**src/rtl/rr_bus_arbiter.sv**
```systemverilog
module rr_bus_arbiter #(
  parameter int N_MASTERS = 5,
  parameter int SLOT_W    = 8,
  localparam int IDX_W    = (N_MASTERS > 1) ? $clog2(N_MASTERS) : 1
) (
  input  logic                 clk,
  input  logic                 rst_n,
  input  logic [N_MASTERS-1:0] req,
  input  logic [N_MASTERS-1:0] burst,
  input  logic [1:0]           park_mode,
  input  logic [IDX_W-1:0]     park_idx,
  input  logic [SLOT_W-1:0]    slot_limit,
  output logic [N_MASTERS-1:0] gnt,
  output logic                 parked
);

  localparam logic [N_MASTERS-1:0] ONE = {{(N_MASTERS-1){1'b0}}, 1'b1};

  logic [N_MASTERS-1:0] gnt_q;
  logic                 parked_q;
  logic [IDX_W-1:0]     own_q;
  logic                 have_own;
  logic [IDX_W-1:0]     rr_ptr;
  logic [SLOT_W-1:0]    slot_cnt;

  logic             active, expire, hold;
  logic             win_ok, park_ok;
  logic [IDX_W-1:0] win_idx, park_sel;

  assign gnt    = gnt_q;
  assign parked = parked_q;

  assign active = (gnt_q != '0) && !parked_q;
  assign expire = (slot_limit != '0) && (slot_cnt == SLOT_W'(1));
  assign hold   = active && req[own_q] && burst[own_q] && !expire;

  always_comb begin
    int c;
    win_ok  = 1'b0;
    win_idx = '0;
    for (int i = 0; i < N_MASTERS; i++) begin
      c = int'(rr_ptr) + i;
      if (c >= N_MASTERS) c = c - N_MASTERS;
      if (!win_ok && req[c]) begin
        win_ok  = 1'b1;
        win_idx = IDX_W'(c);
      end
    end
  end

  always_comb begin
    park_ok  = 1'b0;
    park_sel = '0;
    case (park_mode)
      2'd1: begin
        park_ok  = have_own;
        park_sel = own_q;
      end
      2'd2: begin
        park_ok  = (int'(park_idx) < N_MASTERS);
        park_sel = park_idx;
      end
      default: ;
    endcase
  end

  always_ff @(posedge clk) begin
    if (!rst_n) begin
      gnt_q    <= '0;
      parked_q <= 1'b0;
      own_q    <= '0;
      have_own <= 1'b0;
      rr_ptr   <= '0;
      slot_cnt <= '0;
    end else if (hold) begin
      slot_cnt <= slot_cnt - SLOT_W'(1);
    end else if (win_ok) begin
      gnt_q    <= ONE << win_idx;
      parked_q <= 1'b0;
      own_q    <= win_idx;
      have_own <= 1'b1;
      rr_ptr   <= (int'(win_idx) == N_MASTERS - 1) ? '0 : win_idx + IDX_W'(1);
      slot_cnt <= slot_limit;
    end else if (park_ok) begin
      gnt_q    <= ONE << park_sel;
      parked_q <= 1'b1;
    end else begin
      gnt_q    <= '0;
      parked_q <= 1'b0;
    end
  end

  a_r2_onehot: assert property (@(posedge clk) disable iff (!rst_n)
    $onehot0(gnt_q));

  a_r2_gnt_to_requester: assert property (@(posedge clk) disable iff (!rst_n)
    1'b1 |=> (parked_q || ((gnt_q & ~$past(req)) == '0)));

  a_r4_unlimited_hold: assert property (@(posedge clk) disable iff (!rst_n)
    (active && slot_limit == '0 && (gnt_q & req & burst) != '0) |=> $stable(gnt_q));

  a_r5_slot_break: assert property (@(posedge clk) disable iff (!rst_n)
    (active && expire && (gnt_q & req & burst) != '0)
      |=> (!parked_q && slot_cnt == $past(slot_limit)));

  a_r7_idle_none: assert property (@(posedge clk) disable iff (!rst_n)
    (req == '0 && (park_mode == 2'd0 || park_mode == 2'd3)) |=> (gnt_q == '0 && !parked_q));

  a_r10_park_keeps_ptr: assert property (@(posedge clk) disable iff (!rst_n)
    (!hold && req == '0) |=> $stable(rr_ptr));

endmodule

```
**config.mk**
```make
export PLATFORM = sky130hd
export DESIGN_NAME = rr_bus_arbiter
export DESIGN_NICKNAME = d
export VERILOG_FILES = /design/src/rtl/rr_bus_arbiter.sv
export SDC_FILE = /design/constraint.sdc
export NUM_CORES = 1
export LEC_CHECK = 0
export BUFFER_PORTS_ARGS = -buffer_cell sky130_fd_sc_hd__buf_2
export CAP_MARGIN = 20
export CORE_ASPECT_RATIO = 1.25
export CORE_UTILIZATION = 45
export DETAILED_ROUTE_END_ITERATION = 10
export SYNTH_ARGS = -nofsm -noshare
export SYNTH_HDL_FRONTEND = slang
export SYNTH_SLANG_ARGS = --single-unit
```
**constraint.sdc**
```tcl
create_clock -name clk -period 4.25 [get_ports clk]
set_input_delay 0.2125 -clock clk [delete_from_list [all_inputs] [get_ports clk]]
set_output_delay 0.2125 -clock clk [all_outputs]
set_load 0.01 [all_outputs]
```
======== Word-level counts from Yosys, hierarchy flattened ========
Cells that the tools add are included.
storage, ports and cells
  bits in registers ....................... 21
  output and inout bits ................... 6
operators by class
  $add $sub $neg .......................... 11
  magnitude comparators ................... 12
  equality and inequality tests ........... 4
  shifts and indexed selects .............. 2
  mux-type cells .......................... 43
  bitwise gates (word level) .............. 1
  reduce and logical (&&, ||, !) cells .... 19
operators with widths
  kind                                                                                 count
  32-bit by 5-bit less-than comparator with 1-bit output, second input constant        5
  32-bit two-way mux                                                                   5
  1-bit binary-select mux with 3-bit select                                            7
  4-bit by 3-bit subtractor with 5-bit output, second input constant                   4
  1-bit two-way mux                                                                    19
  3-bit two-way mux                                                                    6
  4-bit by 3-bit greater-or-equal comparator with 1-bit output, second input constant  4
  8-bit two-way mux                                                                    2
  5-bit two-way mux                                                                    2
  1-bit by 3-bit << shifter with 5-bit output, first input constant                    2
  1-bit logical AND                                                                    9
  3-bit by 2-bit adder with 4-bit output, second input constant                        2
  8-bit by 1-bit == test with 1-bit output, second input constant                      1
  8-bit nonzero test                                                                   1
  8-bit by 1-bit subtractor with 8-bit output, second input constant                   1
  1-bit zero test                                                                      6
  3-bit one-hot mux with 2 select lines                                                1
  5-bit nonzero test                                                                   1
  3-bit by 1-bit adder with 4-bit output, second input constant                        1
  3-bit by 3-bit adder with 4-bit output, second input constant                        1
  3-bit by 4-bit less-than comparator with 1-bit output, second input constant         1
  3-bit by 3-bit subtractor with 4-bit output, second input constant                   1
  3-bit by 1-bit adder with 3-bit output, second input constant                        1
  3-bit == test, second input constant                                                 1
  other kinds (8)                                                                      8

======== Depth between registers and ports, before layout ========
  depth after elaboration ................. 20
  mapped depth ............................ 19

======== Worst setup path after synthesis ========
Ideal clock, no wire load.
  path kind ............................... flip-flop to flip-flop
  from .................................... register rr_ptr[1]
  to ...................................... register rr_ptr[2]
  data arrival time ....................... 3.859 ns
  path slack .............................. 0.330 ns
  cell stages (with the launch flop) ...... 19
  path buffers ............................ 2
  path through ............................ dfxtp_1 clkbuf_1 inv_1 ha_1 inv_1 ha_1 buf_2 o31a_1 o22ai_2 mux2i_1 nor3b_1 or3_1 and3_1 o31ai_1 a32oi_1 ha_1 ha_1 nor3_1 a32o_1
on the way
  cells in the longest elaborated chain, start to end .. 20
  elaborated cells between the ends (all ways) .. 56
  those cells by class .................... 10 x add/sub; 5 x order compare; 1 x eq/ne; 31 x mux; 9 x reduce/logical
ends and longest elaborated chain
  element                                                                               RTL line  text
  from (decl)                                                                           23        logic [IDX_W-1:0] rr_ptr;
  from (signal assigned)                                                                82        rr_ptr <= (int'(win_idx) == N_MASTERS - 1) ? '0 : win_idx + IDX_W'(1);
  branches (longest 17 deep; another with 4-bit by 3-bit subtractor with 5-bit output)  -
  3-bit two-way mux *                                                                   44        if (!win_ok && req[c]) begin
  net win_idx[1]                                                                        28        logic [IDX_W-1:0] win_idx, park_sel;
  3-bit by 1-bit adder with 3-bit output / 3-bit == test (equally long branches)        82
  3-bit two-way mux *                                                                   82
Mark *: on every way through the listed nets, which the timed path passes. The select of a mux whose other input is x is not followed.
A chain may end at the register's enable or synchronous reset.

======== Worst setup path after layout ========
  from .................................... register rr_ptr[2]
  to ...................................... register gnt_q[3] (netlist: gnt[3])
on the way
  cells in the longest elaborated chain, start to end .. 20
  elaborated cells between the ends (all ways) .. 54
  those cells by class .................... 9 x add/sub; 5 x order compare; 1 x shift; 31 x mux; 8 x reduce/logical
ends and longest elaborated chain
  element                                                                               RTL line  text
  branches (longest 17 deep; another with 4-bit by 3-bit subtractor with 5-bit output)  -
  3-bit two-way mux *                                                                   44
  net win_idx[1]                                                                        28
  1-bit by 3-bit << shifter with 5-bit output *                                         78        gnt_q <= ONE << win_idx;
  5-bit two-way mux *                                                                   77        end else if (win_ok) begin
  to (signal assigned)                                                                  78
  to (signal assigned)                                                                  85        gnt_q <= ONE << park_sel;
  to (decl)                                                                             19        logic [N_MASTERS-1:0] gnt_q;
Marked as above.

==> qor.txt <==
initial antenna violation count - 0
Synth Instances - 320
die area - 5820 µm²
H-tree Lvls - 1
synthesized cell area - 2480 µm²
Synth Flop Type - dfxtp_1
Detail Route Antenna Nets - 0
Clk Latency, worst-skew pair - 0.27 ns
Cell Rows - 29
clock root buffer - clkbuf_8
Clock Path Buffers - 2
ant diodes - 0
routed length per instance - 16.8 µm
GPL Wtd Cong - 0.835
number of flops mapped to enable cells by yosys - 0
CTS buffer count - 3
post-route clock period utilization - 0.912
top post-synthesis cells by area - dfxtp_1 17%, ha_1 11%, nand2_1 4.8%
DRC - 0
Vias/cell - 6.13
post_cts resized - 0
Worst Reg-to-Reg Cells - 13
worst r2r src - rr_ptr[2]
Hold Violations, Final - 0
Net Count, Synth - 367
crit path kind - flip-flop to flip-flop
Worst EP required - 4.39 ns
CTS tree - done
Max IR drop VDD - 0.377 mV
leakage power - 1.18 nW
CP arrival - 4.02 ns
Layout Skew - 0.00607 ns
Power Total - 2.40 mW
Die Ht - 85.1 µm
post-route minimum period - 3.88 ns
Nets - 391
Port Buffers - 30
final core occ - 0.519
GRT overflow - 0
cts hold-fix bufs - 0
1st-iter DRT viols - 159
Pre-Repair DR Iteration Count - 4
CP cell instances - ha_1 -> o31a_1 -> o22ai_2 -> mux2i_1 -> nor3b_1 -> or3_1 -> and3_1 -> o31ai_1 -> a32oi_1 -> ha_1 -> ha_1 -> a211oi_1 -> nor3_2
Placed Area - 2650 µm²
share of layout cells above drive strength 1 - 0.172
Starting Density - 0.479
leading area contributor after synthesis - dfxtp_1
io pins - 31
Reg2Reg Setup Slack - 0.37 ns
CTS clk-pin slew, worst paths - 0.08 ns
sequential fraction of the synthesis area - 0.169
Fmax - 0.258 GHz
Post-synth ARST share - 0
CTS sink cnt - 21
# fillers - 521
CP peak stage delay - 0.66 ns
GRT Util Overall - 0.254
cell mode on critical path - ha_1
Unique masters post-synth - 72
Worst Hold Class - input pin to flip-flop
worst reg2reg endpoint - gnt[3]
fin. max-slew vios - 0
Yosys reg bits - 21
CP Capture Point - gnt[3]
final setup fails - 0
Tightest Pin Transition - 0.542 ns
Max Fanout on Critical Path - 11
fin area - 2690 µm²
area grow syn2layout - 8.46%
largest net degree at the start of global routing - 30
post-DP HPWL - 5.33 mm
# Max-Cap Violations - 0
Worst slew margin - 0.638
Setup crit start kind - flip-flop
Ys Warns - 0
core area - 5190 µm²
first-pass GRT wire length - 11.3 mm
chip width - 68.5 µm
number of global-route vias before repair - 2,401
Pwr per Cell Area - 892 nW/µm²
total number of vias - 2,481
total routed wirelength - 6.81 mm
Avg Inst Size Synth - 7.76 µm²
crit path from - rr_ptr[2]
CP endpoint kind - flip-flop
slowest CP cell - dfxtp_1
worst hold slack - 0.221 ns
RSZ-0062 raised after global routing - no
status - finished, final reports clean
setup TNS - 0 ns
# Post-CTS Setup Buffers - 0
share of the synthesized area in the top cell type - 0.169
==> layer usage <==
layer	up-vias	global-route usage	wire [µm]
li1	1253	-	-
met1	1140	0.306	2940
met2	70	0.449	3400
met3	18	0.0161	260
met4	0	0.102	214
met5	-	0	0
==> final cells by class <==
cell class              instances  area [µm²]  share of cell area
clock buffers                   4        45.0              0.0167
inverters                      22        82.6              0.0307
multi-input cells             258        1860               0.690
flip-flops and latches         21         420               0.156
well taps                      62        77.6              0.0288
repair buffers                 38         210              0.0780
==> cell families after synthesis <==
family	share of synthesized area
buf+inv	0.0826
xor+xnor	0.0171
fa+ha+maj	0.111
mux	0.0519
flops	0.169
simple gates	0.254
compound gates	0.314
==> where the power goes <==
part / switching (mW) / internal [mW] / total, mW
Clock: 0.0702 / 0.0669 / 0.137
Combinational: 1.14 / 0.773 / 1.91
Sequential: 0.0744 / 0.279 / 0.353
==> sequential cells by signal (all words and copies together), names as in the netlist <==
name	count
own_q	3
slot_cnt	8
rr_ptr	3
gnt	5
have_own	1
parked	1
==> Yosys cell counts (2+ instances only) <==
library cell  count
nand3_1           8
a21o_1            3
a22oi_1           4
mux2i_1           5
a32o_1            3
or3_1             5
o32ai_1           2
a32oi_1           2
buf_6             5
buf_4             2
nor3b_1           2
a41oi_1           2
o21ai_0          12
and3_1            5
a211oi_1          8
a21oi_1          18
inv_1            20
o22ai_1           2
ha_1             22
a221oi_1          3
nor4_1            6
o31ai_1           3
buf_2             5
inv_2             2
mux4_2            3
and3b_1           2
nand2_1          32
nor2_1           23
dfxtp_1          21
a211o_1           5
o211a_1           3
nand4_1           3
nor2b_1           5
o31a_1            2
nor3_1            9
nand2b_1          9
a31oi_1           9
clkbuf_1          7
nor4b_1           2
o211ai_1          3
xnor2_1           2
==> placed cells by master, fill, tap and decap left out, types with 4 or more instances in the layout <==
master,instances
a211o_1,5
a211oi_1,8
a21oi_1,18
a22oi_1,4
a31oi_1,9
and3_1,5
buf_2,30
buf_4,8
dfxtp_1,21
ha_1,22
inv_1,20
mux2i_1,5
nand2_1,32
nand2b_1,9
nand3_1,8
nor2_1,23
nor2b_1,5
nor3_1,9
nor4_1,6
o21ai_0,12
or3_1,5
==> per-stage QoR <==
step / std cells / setup slack (ns)
after CTS: 405 / 0.380
final: 405 / 0.374
after global routing: 405 / 0.0765
after detailed placement: 401 / 0.400
after global placement: 401 / 0.436
after floorplan: 320 / 0.330
==> critical path, delay by kind of cell (launching register included) <==
family | cells | cell delay, ns
flops | 1 | 0.66
mux | 1 | 0.22
compound gates | 5 | 1.18
simple gates | 4 | 0.81
fa+ha+maj | 3 | 0.89
==> worst min path at each step <==
| stage | from | cells past startpoint | endpoint | slack [ns] |
|---|---|---|---|---|
| 2_1_floorplan | slot_limit[2] | 2 | slot_cnt[2] | 0.37 |
| 3_3_place_gp | slot_cnt[6] | 2 | slot_cnt[6] | 0.45 |
| 3_5_place_dp | slot_cnt[6] | 2 | slot_cnt[6] | 0.46 |
| 4_1_cts | slot_limit[2] | 3 | slot_cnt[2] | 0.22 |
| 5_1_grt | slot_limit[2] | 3 | slot_cnt[2] | 0.25 |
| 6_report | slot_limit[2] | 3 | slot_cnt[2] | 0.22 |
Note: power is estimated with default switching activity, not from simulation.
